<file path="src/rtl/panel_init_pkg.sv">
package panel_init_pkg;

   localparam int IDX_W  = 12;
   localparam int DATA_W = 32;

   typedef enum logic [1:0] {
      REQ_WAKE  = 2'd0,
      REQ_WRITE = 2'd1,
      REQ_READ  = 2'd2
   } req_kind_e;

   typedef enum logic [3:0] {
      ST_IDLE, ST_WAKE, ST_OFF, ST_DLY_OFF, ST_CFG, ST_REV,
      ST_TBL_ADR, ST_TBL_DAT, ST_FIX_ADR, ST_FIX_D1, ST_FIX_D2,
      ST_ON, ST_DLY_ON, ST_DONE
   } seq_state_e;

   // modulation table entry generator (contents are computed, not stored)
   function automatic logic [DATA_W-1:0] tbl_word(input logic [15:0] n,
                                                  input logic [DATA_W-1:0] seed);
      logic [7:0] b;
      logic [7:0] t;
      b = n[7:0];
      t = b * 8'd3;
      return {b, ~b, t, b ^ 8'h5A} ^ seed;
   endfunction

endpackage

</file>
<file path="src/rtl/panel_ms_timer.sv">
module panel_ms_timer #(
   parameter int CYC_PER_MS = 1000,
   parameter int DELAY_MS   = 128
) (
   input  logic clk,
   input  logic rst_n,
   input  logic go_i,
   output logic busy_o,
   output logic expire_o
);
   localparam int PW = (CYC_PER_MS > 1) ? $clog2(CYC_PER_MS) : 1;
   localparam int MW = $clog2(DELAY_MS + 1);

   logic [MW-1:0] ms_left;
   logic          busy;
   logic          tick;

   generate
      if (DELAY_MS < 1) begin : g_bad_delay
         $error("DELAY_MS must be at least 1");
      end
      if (CYC_PER_MS > 1) begin : g_pre
         logic [PW-1:0] pre;
         always_ff @(posedge clk) begin
            if (!rst_n)
               pre <= '0;
            else if (go_i || (busy && pre == '0))
               pre <= PW'(CYC_PER_MS - 1);
            else if (busy)
               pre <= pre - 1'b1;
         end
         assign tick = busy && (pre == '0);
      end else begin : g_nopre
         assign tick = busy;
      end
   endgenerate

   assign expire_o = tick && (ms_left == MW'(1));
   assign busy_o   = busy;

   always_ff @(posedge clk) begin
      if (!rst_n) begin
         busy    <= 1'b0;
         ms_left <= '0;
      end else if (go_i) begin
         busy    <= 1'b1;
         ms_left <= MW'(DELAY_MS);
      end else if (expire_o) begin
         busy    <= 1'b0;
      end else if (tick) begin
         ms_left <= ms_left - 1'b1;
      end
   end
endmodule

</file>
<file path="src/rtl/panel_cfg_rom.sv">
module panel_cfg_rom #(
   parameter int                      COUNT     = 8,
   parameter int                      IW        = 12,
   parameter int                      DW        = 32,
   parameter logic [COUNT*IW-1:0]     INDEX_VEC = '0,
   parameter logic [COUNT*DW-1:0]     DATA_VEC  = '0,
   localparam int                     SW        = (COUNT > 1) ? $clog2(COUNT) : 1
) (
   input  logic [SW-1:0] sel_i,
   output logic [IW-1:0] index_o,
   output logic [DW-1:0] data_o
);
   logic [IW-1:0] idx_arr [COUNT];
   logic [DW-1:0] dat_arr [COUNT];

   generate
      for (genvar i = 0; i < COUNT; i++) begin : g_ent
         assign idx_arr[i] = INDEX_VEC[i*IW +: IW];
         assign dat_arr[i] = DATA_VEC[i*DW +: DW];
      end
   endgenerate

   always_comb begin
      index_o = '0;
      data_o  = '0;
      for (int k = 0; k < COUNT; k++) begin
         if (sel_i == SW'(k)) begin
            index_o = idx_arr[k];
            data_o  = dat_arr[k];
         end
      end
   end
endmodule

</file>
<file path="src/rtl/panel_tbl_gen.sv">
module panel_tbl_gen
   import panel_init_pkg::*;
#(
   parameter int                DEPTH = 64,
   parameter logic [DATA_W-1:0] SEED  = '0,
   localparam int               AW    = $clog2(DEPTH)
) (
   input  logic [AW-1:0]     addr_i,
   output logic [DATA_W-1:0] word_o
);
   generate
      if (DEPTH < 2 || DEPTH > 4096) begin : g_bad_depth
         $error("DEPTH out of range");
      end
   endgenerate

   assign word_o = tbl_word(16'(addr_i), SEED);
endmodule

</file>
<file path="src/rtl/panel_init_seq.sv">
module panel_init_seq
   import panel_init_pkg::*;
#(
   parameter int                      CLK_HZ      = 100_000_000,
   parameter int                      DELAY_MS    = 128,
   parameter int                      WAKE_PULSES = 5,
   parameter int                      CFG_COUNT   = 8,
   parameter logic [CFG_COUNT*12-1:0] CFG_INDEX   = {12'h420, 12'h41C, 12'h418, 12'h414,
                                                     12'h410, 12'h40C, 12'h404, 12'h400},
   parameter logic [CFG_COUNT*32-1:0] CFG_DATA    = {32'h0000_0C03, 32'h6B1E_22D0, 32'h9F04_7A15,
                                                     32'h3C5A_E0F1, 32'h12D8_4B66, 32'h0000_0021,
                                                     32'h0002_8000, 32'h0320_0000},
   parameter logic [11:0]             PANEL_IDX   = 12'h480,
   parameter logic [11:0]             REV_IDX     = 12'h430,
   parameter logic [11:0]             TBL_ADR_IDX = 12'h418,
   parameter logic [11:0]             TBL_DAT_IDX = 12'h41C,
   parameter logic [31:0]             REV_ID      = 32'h9211_0201,
   parameter logic [31:0]             PANEL_ON    = 32'h0100_0000,
   parameter int                      FRM_DEPTH   = 64,
   parameter logic [31:0]             FRM_SEED    = 32'h0
) (
   input  logic        clk,
   input  logic        rst_n,
   input  logic        start_i,
   output logic        done_o,
   output logic        req_valid_o,
   output logic [1:0]  req_kind_o,
   output logic [11:0] req_index_o,
   output logic [31:0] req_wdata_o,
   input  logic        req_ack_i,
   input  logic [31:0] rsp_rdata_i
);
   localparam int CYC_PER_MS = CLK_HZ / 1000;
   localparam int CW         = (CFG_COUNT > 1) ? $clog2(CFG_COUNT) : 1;
   localparam int FW         = $clog2(FRM_DEPTH);

   generate
      if (CLK_HZ < 1000) begin : g_bad_clk
         $error("CLK_HZ must be at least 1000");
      end
      if (CFG_COUNT < 2) begin : g_bad_cfg
         $error("CFG_COUNT must be at least 2");
      end
      if (WAKE_PULSES < 1 || WAKE_PULSES > 255) begin : g_bad_wake
         $error("WAKE_PULSES out of range");
      end
   endgenerate

   seq_state_e    st;
   logic [CW-1:0] cfg_ptr;
   logic [FW-1:0] tbl_ptr;
   logic          acc;
   logic          tmr_go;
   logic          tmr_busy;
   logic          tmr_exp;
   logic [11:0]   cfg_idx;
   logic [31:0]   cfg_dat;
   logic [31:0]   tbl_dat;

   assign acc    = req_valid_o && req_ack_i;
   assign tmr_go = acc && (st == ST_OFF || st == ST_ON);

   panel_ms_timer #(.CYC_PER_MS(CYC_PER_MS), .DELAY_MS(DELAY_MS)) u_tmr (
      .clk(clk), .rst_n(rst_n), .go_i(tmr_go), .busy_o(tmr_busy), .expire_o(tmr_exp)
   );

   panel_cfg_rom #(.COUNT(CFG_COUNT), .IW(12), .DW(32),
                   .INDEX_VEC(CFG_INDEX), .DATA_VEC(CFG_DATA)) u_cfg (
      .sel_i(cfg_ptr), .index_o(cfg_idx), .data_o(cfg_dat)
   );

   panel_tbl_gen #(.DEPTH(FRM_DEPTH), .SEED(FRM_SEED)) u_tbl (
      .addr_i(tbl_ptr), .word_o(tbl_dat)
   );

   // sequencing
   always_ff @(posedge clk) begin
      if (!rst_n) begin
         st      <= ST_IDLE;
         cfg_ptr <= '0;
         tbl_ptr <= '0;
      end else begin
         unique case (st)
            ST_IDLE:    begin
                           cfg_ptr <= '0;
                           tbl_ptr <= '0;
                           if (start_i) st <= ST_WAKE;
                        end
            ST_WAKE:    if (acc) st <= ST_OFF;
            ST_OFF:     if (acc) st <= ST_DLY_OFF;
            ST_DLY_OFF: if (tmr_exp) st <= ST_CFG;
            ST_CFG:     if (acc) begin
                           if (cfg_ptr == CW'(CFG_COUNT - 1)) st <= ST_REV;
                           else cfg_ptr <= cfg_ptr + 1'b1;
                        end
            ST_REV:     if (acc) begin
                           if (rsp_rdata_i == REV_ID) st <= ST_TBL_ADR;
                           else st <= ST_ON;
                        end
            ST_TBL_ADR: if (acc) st <= ST_TBL_DAT;
            ST_TBL_DAT: if (acc) begin
                           if (tbl_ptr == FW'(FRM_DEPTH - 1)) st <= ST_FIX_ADR;
                           else begin
                              tbl_ptr <= tbl_ptr + 1'b1;
                              st      <= ST_TBL_ADR;
                           end
                        end
            ST_FIX_ADR: if (acc) st <= ST_FIX_D1;
            ST_FIX_D1:  if (acc) st <= ST_FIX_D2;
            ST_FIX_D2:  if (acc) st <= ST_ON;
            ST_ON:      if (acc) st <= ST_DLY_ON;
            ST_DLY_ON:  if (tmr_exp) st <= ST_DONE;
            ST_DONE:    if (!start_i) st <= ST_IDLE;
            default:    st <= ST_IDLE;
         endcase
      end
   end

   // request decode
   always_comb begin
      req_valid_o = 1'b0;
      req_kind_o  = REQ_WRITE;
      req_index_o = '0;
      req_wdata_o = '0;
      unique case (st)
         ST_WAKE:    begin
                        req_valid_o = 1'b1;
                        req_kind_o  = REQ_WAKE;
                        req_wdata_o = 32'(WAKE_PULSES);
                     end
         ST_OFF:     begin
                        req_valid_o = 1'b1;
                        req_index_o = PANEL_IDX;
                     end
         ST_CFG:     begin
                        req_valid_o = 1'b1;
                        req_index_o = cfg_idx;
                        req_wdata_o = cfg_dat;
                     end
         ST_REV:     begin
                        req_valid_o = 1'b1;
                        req_kind_o  = REQ_READ;
                        req_index_o = REV_IDX;
                     end
         ST_TBL_ADR: begin
                        req_valid_o = 1'b1;
                        req_index_o = TBL_ADR_IDX;
                        req_wdata_o = 32'(tbl_ptr);
                     end
         ST_TBL_DAT: begin
                        req_valid_o = 1'b1;
                        req_index_o = TBL_DAT_IDX;
                        req_wdata_o = tbl_dat;
                     end
         ST_FIX_ADR: begin
                        req_valid_o = 1'b1;
                        req_index_o = TBL_ADR_IDX;
                     end
         ST_FIX_D1, ST_FIX_D2: begin
                        req_valid_o = 1'b1;
                        req_index_o = TBL_DAT_IDX;
                     end
         ST_ON:      begin
                        req_valid_o = 1'b1;
                        req_index_o = PANEL_IDX;
                        req_wdata_o = PANEL_ON;
                     end
         default:    ;
      endcase
   end

   assign done_o = (st == ST_DONE);
endmodule


</file>
<file path="config.mk">
export PLATFORM = sky130hd
export DESIGN_NAME = panel_init_seq
export DESIGN_NICKNAME = d
export VERILOG_FILES = /design/src/rtl/panel_init_pkg.sv /design/src/rtl/panel_ms_timer.sv /design/src/rtl/panel_cfg_rom.sv /design/src/rtl/panel_tbl_gen.sv /design/src/rtl/panel_init_seq.sv
export SDC_FILE = /design/constraint.sdc
export NUM_CORES = 1
export LEC_CHECK = 0
export ABC_CLOCK_PERIOD_IN_PS = 2200
export BUFFER_PORTS_ARGS = -buffer_cell sky130_fd_sc_hd__buf_4
export CORE_MARGIN = 3
export CORE_UTILIZATION = 50
export DETAILED_ROUTE_END_ITERATION = 10
export PLACE_DENSITY_LB_ADDON = 0.05
export SLEW_MARGIN = 5
export SYNTH_ARGS = -nofsm -noshare
export SYNTH_HDL_FRONTEND = slang
export SYNTH_HIERARCHICAL = 1
export SYNTH_SLANG_ARGS = --single-unit
</file>
<file path="constraint.sdc">
create_clock -name clk -period 2.2 [get_ports clk]
set_clock_uncertainty 0.2 [all_clocks]
set_input_delay 0.33 -clock clk [delete_from_list [all_inputs] [get_ports clk]]
set_output_delay 0.33 -clock clk [all_outputs]
set_load 0.02 [all_outputs]
</file>
Yosys cells after proc, flatten, opt, wreduce, memory -nomap -nowiden
Cells that the tools add are included.

storage, ports and cells
  bits in registers = 39
  bits of input ports = 36
  output and inout port bits = 48

cells by class
  add/sub/neg operators = 4
  multiply operators = 1
  eq/ne operators = 41
  mux-type cells = 51
  bitwise gates (word level) = 4
  reductions and logical operators = 25

operators with widths
  operator                                                                number
  32-bit one-hot mux with 5 select lines                                  1
  32-bit 2-to-1 mux                                                       3
  11-bit 2-to-1 mux                                                       8
  26-bit 2-to-1 mux                                                       3
  4-bit 2-to-1 mux                                                        17
  12-bit one-hot mux with 5 select lines                                  1
  4-bit one-hot mux with 14 select lines                                  1
  17-bit 2-to-1 mux                                                       2
  2-bit inequality test (second input constant)                           17
  32-bit equality test (second input constant)                            1
  30-bit 2-to-1 mux                                                       1
  29-bit 2-to-1 mux                                                       1
  4-bit equality test (second input constant)                             6
  8-bit 2-to-1 mux                                                        3
  17-bit logical NOT                                                      1
  17-bit by 1-bit subtractor with 17-bit output (second input constant)   1
  4-bit by 3-bit equality test with 1-bit output (second input constant)  4
  15-bit AND reduction                                                    1
  3-bit equality test (second input constant)                             4
  6-bit 2-to-1 mux                                                        2
  6-bit one-hot mux with 2 select lines                                   1
  2-bit nonzero test                                                      5
  10-bit OR reduction                                                     1
  4-bit by 2-bit equality test with 1-bit output (second input constant)  2
  other kinds (25)                                                        39

Longest topological paths before layout
  depth in word-level cells = 10
  mapped depth = 9
  mapped depth without buffers = 9

Modules after synthesis
Netlist, hierarchy kept.

by module, submodules not included
  module          instances  cells an instance  area each (sq um)  sequential area each (sq um)
  panel_init_seq  1          219                1639.1             260.2
  panel_ms_timer  1          153                1335.0             520.5
  panel_tbl_gen   1          52                 401.6              0.0
  panel_cfg_rom   1          60                 379.1              0.0

Worst setup path after synthesis
No wires, ideal clock.

  kind = flip-flop to output port
  start point = register tbl_ptr[1]
  end point = output port req_wdata_o[15]
  arrival = 1.826 ns
  required time = 1.670 ns
  path slack = -0.156 ns
  stages on the path, launching flop included = 7
  path buffers = 0
  path through = dfxtp_1 -> ha_1 -> fa_1 -> a21o_2 -> a21o_1 -> a21o_1 -> a22o_1

on the way
  word-level cells in the longest chain between the ends = 2

RTL lines
  what                                         line                   text
  start, declared                              panel_init_seq.sv:51   logic [FW-1:0] tbl_ptr;
  start signal, assigned                       panel_init_seq.sv:104  tbl_ptr <= tbl_ptr + 1'b1;
  6-bit by 2-bit multiplier with 8-bit output  panel_init_pkg.sv:24   t = b * 8'd3;
  net tbl_dat[15]                              panel_init_seq.sv:58   logic [31:0] tbl_dat;
  32-bit one-hot mux with 5 select lines       panel_init_seq.sv:125  unique case (st)
  end, declared                                panel_init_seq.sv:29   output logic [31:0] req_wdata_o,

The timed path passes the listed nets, and every way through them passes these cells.

Final worst setup path
Same ends and word-level chain as after synthesis.

==> flow_metrics.env <==
export IMPL_cts_made_buffers=5
export IMPL_ctsHoldBuffers=0
export IMPL_drive_above_1_share=0.383
export IMPL_topRoutingLayerUsed="met4"
export IMPL_cp_top_family="compound AO/OA/AOI/OAI gates"
export IMPL_die_w_um=92.7
export IMPL_wl_met1_mm=4.96
export IMPL_core_um2=7020
export IMPL_wl_per_cell_um=15.7
export IMPL_crit_path_top_delay_cell="fa_2"
export IMPL_multi_input_area_um2=2690
export IMPL_wl_met3_um=742
export IMPL_die_h_um=92.7
export IMPL_htreeDepth=2
export IMPL_viasPerCell=5.56
export IMPL_ys_warn_count=6
export IMPL_critPathKind="flip-flop to primary output"
export IMPL_hold_viol=0
export IMPL_synth_edf_count=0
export IMPL_wl_met2_mm=4.97
export IMPL_start_util=0.535
export IMPL_synth_commonest_cells="nor2_1 (44), buf_4 (42), a21oi_1 (40)"
export IMPL_dp_cells=670
export IMPL_tns_ns=-1.32
export IMPL_setup_violations_final=6
export IMPL_grt_pass1_wl_mm=17.6
export IMPL_holdCritPathClass="primary input to flip-flop"
export IMPL_synthTopCellsByArea="dfxtp_1 (21%), buf_4 (8.4%), a22o_1 (6.1%), a21oi_1 (5.3%), xnor2_1 (5.1%)"
export IMPL_synth_top_area_share=0.208
export IMPL_yosysSeqAreaShare=0.208
export IMPL_synth_main_ff_cell="dfxtp_1"
export IMPL_grt_pass1_vias=3581
export IMPL_avgSynthCellArea_um2=7.76
export IMPL_final_antenna_net_count=0
export IMPL_nFillCells=577
export IMPL_synth_area_um2=3750
export IMPL_grt_max_degree=29
export IMPL_io_pins=84
export IMPL_cpPeakStageDelay_ns=0.38
export IMPL_p_leak_nw=2.21
export IMPL_power_density_nw_per_um2=773
export IMPL_crit_arrival_ns=2.04
export IMPL_worst_endpoint_required_ns=1.67
export IMPL_clk_pin_slew_ns=0.08
export IMPL_seq_area_um2=811
export IMPL_drtIter0Drc=234
export IMPL_maxCapViolCount=0
export IMPL_crit_chain="buf_6, fa_2, a21o_2, a21o_1, a21o_1, a22o_1, buf_6"
export IMPL_dp_hpwl_mm=7.93
export IMPL_cp_num_buf_inv=2
export IMPL_dr_pass1_iters=4
export IMPL_crit_path_end_kind="primary output"
export IMPL_clk_insertion_delay_late_ns=0.29
export IMPL_fin_nets=644
export IMPL_layout_setup_ws_ns=-0.373
export IMPL_crit_fanout=3
export IMPL_vias=3839
export IMPL_crit_path_start_kind="flip-flop"
export IMPL_port_buffer_count=77
export IMPL_rsz0062_at_grt="true"
export IMPL_synth_cell_types=75
export IMPL_synth_top_cell_by_area="dfxtp_1"
export IMPL_antenna_found_initial=0
export IMPL_area_growth_pct=34.3
export IMPL_routed_wl_mm=10.8
export IMPL_die_area_um2=8590
export IMPL_status="finished with violations"
export IMPL_layout_cells_non_filler=691
export IMPL_drc=0
export IMPL_grt_ovfl_total=0
export IMPL_root_buffer="clkbuf_8"
export IMPL_cts_tree="done"
export IMPL_max_freq_ghz=0.389
export IMPL_gp_congestion=0.886
export IMPL_cts_buffer_depth=2
export IMPL_synth_most_common_cell="nor2_1"
export IMPL_min_period_ns=2.57
export IMPL_violations="setup timing"
export IMPL_diodes=0
export IMPL_min_period_over_period=1.17
export IMPL_gr_usage_all_layers=0.250
export IMPL_synthArstFlopShare=0
export IMPL_synth_seq_cells=39
export IMPL_clkSinkCount=39
export IMPL_row_count=30
export IMPL_synthCells=484
export IMPL_peakVddDrop_mv=0.601
export IMPL_drv_slew=0
flip-flops by register name (all words and copies together), names as in the netlist:
name             flops
u_tmr/g_pre.pre     17
u_tmr/ms_left        8
tbl_ptr              6
st                   4
cfg_ptr              3
u_tmr/busy_o         1
final cells by class:
cell class | instances | share of cell area
flip-flops and latches | 39 | 0.161
well taps | 96 | 0.0238
inverters | 18 | 0.0134
multi-input cells | 374 | 0.534
clock inverters | 2 | 0.00248
repair buffers | 156 | 0.251
clock buffers | 6 | 0.0144
routing by layer:
metal	vias up	GRT usage
li1	1917	-
met1	1755	0.341
met3	17	0.0439
met2	150	0.415
met5	-	0
met4	0	0.0537
placed cells by master (no fill, tap or decap), types with 10 or more instances in the layout:
master	instances
nand3_1	10
nor3_1	10
inv_1	14
a21oi_1	36
o21ai_0	12
nor4_1	11
nand2_1	23
nand2b_1	10
buf_4	137
nor2_1	42
dfxtp_1	25
a22o_1	24
conb_1	16
xnor2_1	21
buf_6	17
power breakdown:
part	total (W)	internal (W)	switching, W
logic	0.00241	0.00115	0.00126
clock network	0.000471	0.000222	0.000249
registers	0.00102	0.000858	0.000157
stage by stage:
step / power (W) / util / setup WS, ns / hold WS, ns / cell area (um2)
4_1_cts: 0.00379 / 0.697 / -0.374 / 0.160 / 4890
2_1_floorplan: 0.00246 / - / -0.0512 / 0.241 / 3820
3_5_place_dp: 0.00317 / 0.655 / -0.101 / 0.280 / 4600
5_1_grt: 0.00420 / 0.719 / -0.407 / 0.163 / 5040
3_3_place_gp: 0.00313 / 0.655 / -0.0627 / 0.266 / 4600
6_report: 0.00390 / 0.719 / -0.373 / 0.172 / 5040
logic make-up (layout without fill, tap and decap cells):
family,after synthesis,after routing,synth area share
flip-flops,39,39,0.208
other,4,16,0.00400
XOR/XNOR,28,28,0.0653
buffers and inverters,83,182,0.133
multiplexers,10,10,0.0273
AO/OA/AOI/OAI,121,121,0.228
AND/OR/NAND/NOR,185,185,0.286
adder cells (fa/ha/maj),14,14,0.0487
timing repair:
item / 4_1_cts / 5_1_grt
gates cloned: 2 / 0
gates resized for setup: 30 / 39
pin swaps: 16 / 19
hold endpoints to repair: 0 / 0
setup endpoints to repair: 40 / 36
buffers inserted: 6 / 7
path summary, 6_finish.rpt:
check / from / endpoint / slack, ns / depth (start not counted)
setup / recovery: tbl_ptr[1] / req_wdata_o[15] / -0.37 / 7
hold reg to reg: u_tmr/ms_left[1] / u_tmr/ms_left[1] / 0.29 / 2
setup reg to reg: u_tmr/g_pre.pre[5] / u_tmr/g_pre.pre[13] / -0.01 / 4
hold / removal: rst_n / u_tmr/g_pre.pre[10] / 0.17 / 2
Note: power is estimated with default switching activity, not from simulation.
